File: config.mk
export PLATFORM = sky130hd
export DESIGN_NAME = mac_evt_irq
export DESIGN_NICKNAME = d
export VERILOG_FILES = /design/src/rtl/mac_evt_pkg.sv /design/src/rtl/mac_evt_store.sv /design/src/rtl/mac_evt_mask.sv /design/src/rtl/mac_evt_lines.sv /design/src/rtl/mac_evt_irq.sv
export SDC_FILE = /design/constraint.sdc
export NUM_CORES = 1
export LEC_CHECK = 0
export ABC_AREA = 1
export BUFFER_PORTS_ARGS = -buffer_cell sky130_fd_sc_hd__buf_2
export CORE_MARGIN = 2
export CORE_UTILIZATION = 47
export CTS_CLUSTER_SIZE = 28
export DETAILED_ROUTE_END_ITERATION = 8
export GPL_ROUTABILITY_DRIVEN = 0
export PLACE_DENSITY = 0.79
export SLEW_MARGIN = 20
export SYNTH_ARGS = -nofsm -noshare
export SYNTH_HDL_FRONTEND = slang
export SYNTH_SLANG_ARGS = --single-unit
File: constraint.sdc
create_clock -name clk -period 1 [get_ports clk]
set_input_delay 0.15 -clock clk [delete_from_list [all_inputs] [get_ports clk]]
set_output_delay 0.15 -clock clk [all_outputs]
set_load 0.05 [all_outputs]
File: src/rtl/mac_evt_pkg.sv
package mac_evt_pkg;

    localparam int EVT_W     = 32;
    localparam int NUM_LINES = 13;
    localparam int LN_MII    = 6;
    localparam int LN_GRA    = 9;
    localparam int LOW_MAPPED = 19;

    typedef enum logic {
        SEL_EVENT = 1'b0,
        SEL_MASK  = 1'b1
    } reg_sel_e;

    typedef struct packed {
        logic             wr;
        reg_sel_e         sel;
        logic [EVT_W-1:0] data;
    } reg_req_t;

    // Event-word bit position served by each interrupt line.
    function automatic int line_bit(input int ln);
        case (ln)
            0:       return 27;
            1:       return 26;
            2:       return 19;
            3:       return 20;
            4:       return 25;
            5:       return 24;
            6:       return 23;
            7:       return 21;
            8:       return 31;
            9:       return 28;
            10:      return 22;
            11:      return 29;
            default: return 30;
        endcase
    endfunction

endpackage

File: src/rtl/mac_evt_store.sv
module mac_evt_store
    import mac_evt_pkg::*;
#(
    parameter int N_LN  = NUM_LINES,
    parameter int WORD_W = EVT_W
) (
    input  logic              clk,
    input  logic              rst,
    input  logic              clr_en,
    input  logic [WORD_W-1:0] clr_data,
    input  logic [N_LN-1:0]   set_lines,
    output logic [N_LN-1:0]   evt_q,
    output logic [WORD_W-1:0] evt_word
);

    for (genvar i = 0; i < N_LN; i++) begin : g_evt
        localparam int BP = line_bit(i);
        logic clr_hit;

        assign clr_hit = clr_en & clr_data[BP];

        always_ff @(posedge clk) begin
            if (rst) begin
                evt_q[i] <= 1'b0;
            end else begin
                evt_q[i] <= set_lines[i] | (evt_q[i] & ~clr_hit);
            end
        end

        AST_SET_WINS: assert property (@(posedge clk) disable iff (rst)
            set_lines[i] |=> evt_q[i]);
        AST_W1C_CLEARS: assert property (@(posedge clk) disable iff (rst)
            (clr_en && clr_data[BP] && !set_lines[i]) |=> !evt_q[i]);
        AST_ZERO_KEEPS: assert property (@(posedge clk) disable iff (rst)
            (evt_q[i] && !(clr_en && clr_data[BP])) |=> evt_q[i]);
    end

    always_comb begin
        evt_word = '0;
        for (int k = 0; k < N_LN; k++) begin
            evt_word[line_bit(k)] = evt_q[k];
        end
    end

    AST_EVT_RESET: assert property (@(posedge clk)
        rst |=> (evt_q == '0));

endmodule

File: src/rtl/mac_evt_mask.sv
module mac_evt_mask
    import mac_evt_pkg::*;
#(
    parameter int WORD_W = EVT_W
) (
    input  logic              clk,
    input  logic              rst,
    input  logic              load,
    input  logic [WORD_W-1:0] load_data,
    output logic [WORD_W-1:0] mask_q
);

    always_ff @(posedge clk) begin
        if (rst) begin
            mask_q <= '0;
        end else if (load) begin
            mask_q <= load_data;
        end
    end

    AST_MASK_LOAD: assert property (@(posedge clk) disable iff (rst)
        load |=> (mask_q == $past(load_data)));
    AST_MASK_HOLD: assert property (@(posedge clk) disable iff (rst)
        !load |=> $stable(mask_q));
    AST_MASK_RESET: assert property (@(posedge clk)
        rst |=> (mask_q == '0));

endmodule

File: src/rtl/mac_evt_lines.sv
module mac_evt_lines
    import mac_evt_pkg::*;
#(
    parameter int N_LN   = NUM_LINES,
    parameter int WORD_W = EVT_W
) (
    input  logic              clk,
    input  logic              rst,
    input  logic [WORD_W-1:0] evt_word,
    input  logic [WORD_W-1:0] mask_word,
    output logic [N_LN-1:0]   irq_q
);

    logic [N_LN-1:0] active;

    for (genvar i = 0; i < N_LN; i++) begin : g_line
        localparam int BP = line_bit(i);
        assign active[i] = evt_word[BP] & mask_word[BP];

        AST_LINE_FOLLOWS: assert property (@(posedge clk) disable iff (rst)
            1'b1 |=> (irq_q[i] == $past(evt_word[BP] & mask_word[BP])));
    end

    always_ff @(posedge clk) begin
        if (rst) begin
            irq_q <= '0;
        end else begin
            irq_q <= active;
        end
    end

    AST_LINE_QUIET: assert property (@(posedge clk) disable iff (rst)
        $stable(active) |=> $stable(irq_q));
    AST_LINE_RESET: assert property (@(posedge clk)
        rst |=> (irq_q == '0));

endmodule

File: src/rtl/mac_evt_irq.sv
module mac_evt_irq
    import mac_evt_pkg::*;
#(
    parameter int N_LN   = NUM_LINES,
    parameter int WORD_W = EVT_W
) (
    input  logic              clk,
    input  logic              rst,
    input  logic              reg_wr,
    input  logic              reg_sel,
    input  logic [WORD_W-1:0] reg_wdata,
    output logic [WORD_W-1:0] reg_rdata,
    input  logic [N_LN-1:0]   evt_set,
    input  logic              mgmt_frame_wr,
    input  logic              tx_ctrl_wr,
    input  logic              tx_ctrl_stop,
    output logic [N_LN-1:0]   irq_line
);

    reg_req_t          req;
    logic [N_LN-1:0]   set_lines;
    logic [N_LN-1:0]   evt_q;
    logic [WORD_W-1:0] evt_word;
    logic [WORD_W-1:0] mask_word;

    always_comb begin
        req.wr   = reg_wr;
        req.sel  = reg_sel_e'(reg_sel);
        req.data = reg_wdata;
    end

    always_comb begin
        set_lines         = evt_set;
        set_lines[LN_MII] = evt_set[LN_MII] | mgmt_frame_wr;
        set_lines[LN_GRA] = evt_set[LN_GRA] | (tx_ctrl_wr & tx_ctrl_stop);
    end

    mac_evt_store #(.N_LN(N_LN), .WORD_W(WORD_W)) u_store (
        .clk       (clk),
        .rst       (rst),
        .clr_en    (req.wr && req.sel == SEL_EVENT),
        .clr_data  (req.data),
        .set_lines (set_lines),
        .evt_q     (evt_q),
        .evt_word  (evt_word)
    );

    mac_evt_mask #(.WORD_W(WORD_W)) u_mask (
        .clk       (clk),
        .rst       (rst),
        .load      (req.wr && req.sel == SEL_MASK),
        .load_data (req.data),
        .mask_q    (mask_word)
    );

    mac_evt_lines #(.N_LN(N_LN), .WORD_W(WORD_W)) u_lines (
        .clk       (clk),
        .rst       (rst),
        .evt_word  (evt_word),
        .mask_word (mask_word),
        .irq_q     (irq_line)
    );

    assign reg_rdata = (req.sel == SEL_MASK) ? mask_word : evt_word;

    AST_MII_STROBE: assert property (@(posedge clk) disable iff (rst)
        mgmt_frame_wr |=> evt_word[23]);
    AST_STOP_STROBE: assert property (@(posedge clk) disable iff (rst)
        (tx_ctrl_wr && tx_ctrl_stop) |=> evt_word[28]);
    AST_PULSE_SETS: assert property (@(posedge clk) disable iff (rst)
        evt_set[0] |=> evt_word[27]);
    AST_LOW_BITS_ZERO: assert property (@(posedge clk) disable iff (rst)
        (evt_word[LOW_MAPPED-1:0] == '0));

endmodule

# After elaboration in Yosys (flattened, before gate mapping)
# Index checks and enable logic that the tools add are counted.
# totals
regBits,58
latch_bits,0
ramBits,0
rom_bits,0
inputBits,52
output_inout_bits,45
word_cells,87
memories,0
# classes
n_addsub,0
multipliers,0
n_div,0
order_cmp,0
n_eq_ne,0
shift,0
n_mux,1
n_bitwise,69
reduce_logical,2
# op_table
cell,n
$and 1x1->1,40
$mux 32,1
$or 1x1->1,15
$not 1->1,14
$logic_and 1x1->1,2

# Depth between registers and ports, before layout
# depth
ltp_word,6
depth_mapped,6
ltp_nobuf,4

# Hierarchy
# Synthesis repeated with hierarchy kept, for this count alone.
# unflattened
cells_unflattened,455
area_unflattened_um2,2954.1
# by_module_without_submodules
module,instances,cells_each,area_each_um2
mac_evt_mask,1,203,1338.8
mac_evt_store,1,100,739.5
mac_evt_irq,1,112,506.7
mac_evt_lines,1,40,369.1

# Least setup slack after synthesis
# OpenSTA, ideal clock, no wires.
# synth_path
path_kind,input to output
startpoint,input port reg_sel
endpoint,output port reg_rdata[19]
t_arrival_ps,960
required_time_ps,850
setup_slack_ps,-110
stages,4
path_cell_list,buf_4 -> clkbuf_1 -> nand2_1 -> nand2_1
# synth_via
elab_chain_cells,1
# synth_lines
item,line_no,source
"start, declared",mac_evt_irq.sv:10,"input logic reg_sel,"
$mux 32,mac_evt_irq.sv:64,assign reg_rdata = (req.sel == SEL_MASK) ? mask_word : evt_word;
"end, declared",mac_evt_irq.sv:12,"output logic [WORD_W-1:0] reg_rdata,"
# Every way passes these cells.

# Final worst setup path
# layout_path
startpoint,register u_store.evt_q[2]
endpoint,output port reg_rdata[19]
# layout_via
elab_chain_cells,1
# layout_lines
item,line_no,source
"start, declared",mac_evt_store.sv:12,"output logic [N_LN-1:0] evt_q,"
"start signal, assigned by index",mac_evt_store.sv:26,evt_q[i] <= set_lines[i] | (evt_q[i] & ~clr_hit);
$mux 32,mac_evt_irq.sv:64,
# Every way passes these cells.

==> qor.yml <==
worst_setup_path:
  max_stage_delay_ns: 0.33
  rrSetupSlack_ns: 0.19
  crit_path_start_kind: "register"
  cp_slowest_cell: "dfxtp_2"
  required_ns: 0.85
  worstPathMaxFanout: 2
  crit_arrival_ns: 0.98
  path_cells: "nand2_1 -> nand2_2 -> buf_8"
  path_class: "reg -> out"
  worstSetupEndpointType: "output port"
synth:
  synth_seq_cells: 58
  yosys_warnings: 0
  synth.largest_area_cell: "dfxtp_1"
  synthTopCellsByArea: "dfxtp_1, nand2_1, a21oi_1, inv_1, nand3_1"
  seq_area_frac_synth: 0.5046
  syn_area_um2: 2301
  syn_area_per_cell_um2: 6.952
  synth_top_area_frac: 0.5046
  synth_cell_type_count: 13
  synth_nets: 383
  synth_cells: 331
grt:
  grt_remaining_overflow: 0
  grt_pass1_vias: 2271
  antenna_found_initial: 0
  grt_max_degree: 59
  met2_usage: 0.4048
  track_usage: 0.2379
  use_met1: 0.2882
  grt_pass1_wl_um: 9929
  busiest_layer: "met2"
  use_met3: 0.04743
status:
  failed_checks: "setup timing"
  status: "complete, but fails checks"
timing:
  clock_skew_ns: 0.004421
  fin_crit_ns: 1.125
  worstMarginPinSlew_ns: 0.2533
  max_freq_mhz: 888.8
  setup_ws_ns: -0.1251
  max-slew-margin-rel: 0.8311
  period_share: 1.125
  drv_slew: 0
  rsz0062_at_grt: "true"
  setup_viol: 32
  hold_viol_final: 0
clock_network:
  path_clk_slew_ns: 0.07
  cts_tree: "built"
  root_buffer: "clkbuf_8"
  cts_buffers: 9
  hold_buffers: 0
  insertion_delay_ns: 0.32
  htree_levels: 3
  clock-sinks: 58
  clockBufferDepth: 2
pwr:
  power_switching_share: 0.2875
  p_int_w: 0.003795
  p_sw_w: 0.001532
  totalPowerFinal_w: 0.005327
  seqPwrFrac: 0.469
  powerDensity_nw_per_um2: 1395
  max-vdd-ir-drop_uv: 875.7
  pwr-share-clk: 0.323
  combPwrFrac: 0.208
  p_leak_nw: 1.921
final_layout:
  nets: 519
  layout_commonest_cell: "nand2_1"
  drive_gt1_frac: 0.5287
  diodes: 0
  final_cell_mix: "nand2_1, buf_2, buf_4"
  fin_cells: 538
  synthToLayoutAreaGrowth_pct: 65.91
  postLayoutCellArea_um2: 3817
route:
  wl_per_cell_um: 12.22
  via_per_inst: 4.784
  drc: 0
  wl_um: 6573
  first_iter_violations: 201
  first_pass_iters: 4
  vias: 2574
  antenna_left: 0
floorplanning:
  core_um2: 4723
  row_count: 25
  io_pins: 97
  initial_core_util: 0.4872
  dieArea_um2: 5472
  dieWidth_um: 73.97
  fp.dieH_um: 73.97
placement:
  dp_cells: 488
  io_buffers: 96
  hpwl_um: 3740
  place_area_um2: 2960
  dp_slack_ns: -0.04611
hold_path:
  hold_path_class: "in -> reg"
run:
  drv_cap: 0
[cell usage after synthesis (all sizes together)]
| cell type | number |
|---|---|
| a21oi | 46 |
| buf | 15 |
| clkbuf | 4 |
| dfxtp | 58 |
| inv | 32 |
| nand2 | 149 |
| nand3 | 13 |
| nor2 | 14 |
[critical path: cells and delay by family, from the launching register on]
kind | cells | cell delay [ns]
buffers and inverters | 1 | 0.15
and+or+nand+nor | 2 | 0.17
DFF | 1 | 0.33
[power groups by stage]
stage	clock [W]	combinational [W]	sequential, W
after floorplan	0	0.000513	0.00254
after global placement	0	0.000800	0.00253
after detailed placement	0	0.000807	0.00253
after CTS	0.00175	0.00105	0.00249
after global routing	0.00187	0.00119	0.00251
final	0.00172	0.00111	0.00250
[sequential cells by signal, summed over array words and instances, names as in the netlist]
| name | cells |
|---|---|
| u_store.evt_q | 13 |
| u_mask.mask_q | 32 |
| u_lines.irq_q | 13 |
[kinds of logic after synthesis]
group / Yosys count / share of synthesized area
flip-flops: 58 / 0.5046
buffers and inverters: 51 / 0.1001
AO/OA/AOI/OAI: 46 / 0.1001
AND/OR/NAND/NOR: 176 / 0.2953
[final timing paths]
path | from | to | cells after the start
min reg2reg | u_mask.mask_q[4]$_SDFFE_PP0P_ | u_mask.mask_q[4]$_SDFFE_PP0P_ | 2
max | u_store.evt_q[2]$_SDFF_PP0_ | reg_rdata[19] | 3
min | evt_set[1] | u_store.evt_q[1]$_SDFF_PP0_ | 3
max reg2reg | u_store.evt_q[6]$_SDFF_PP0_ | u_store.evt_q[6]$_SDFF_PP0_ | 4
[per-stage QoR]
stage | TNS, ns | util | hold WS [ns]
floorplan | -0.06346 | - | 0.2840
global placement | -0.3849 | 0.6268 | 0.3912
detailed placement | -1.016 | 0.6268 | 0.3950
CTS | -2.139 | 0.7804 | 0.04838
global route | -3.218 | 0.8082 | 0.06183
finish | -2.002 | 0.8082 | 0.05464
[timing repair]
| action | in CTS | in global routing |
|---|---|---|
| pin swaps | 19 | 12 |
| buffers inserted | 27 | 8 |
| setup endpoints to repair | 45 | 36 |
| gates resized for setup | 149 | 30 |
| endpoints found under the hold margin | 0 | 0 |
| gates cloned | 0 | 0 |
[final cells by class]
cell class / count / area (um^2)
fill: 295 / 905.9
inverter: 32 / 120.1
clock inverter: 4 / 20.02
sequential: 58 / 1219
timing repair buffer: 144 / 1246
clock buffer: 11 / 131.4
multi-input combinational: 222 / 997.2
tap: 67 / 83.83
[routing by layer]
metal | share of wire | up-vias
li1 | - | 1281
met1 | 0.39 | 1188
met2 | 0.53 | 89
met3 | 0.054 | 16
met4 | 0.026 | 0
met5 | 0 | -
Note: power is estimated with default switching activity, not from simulation.
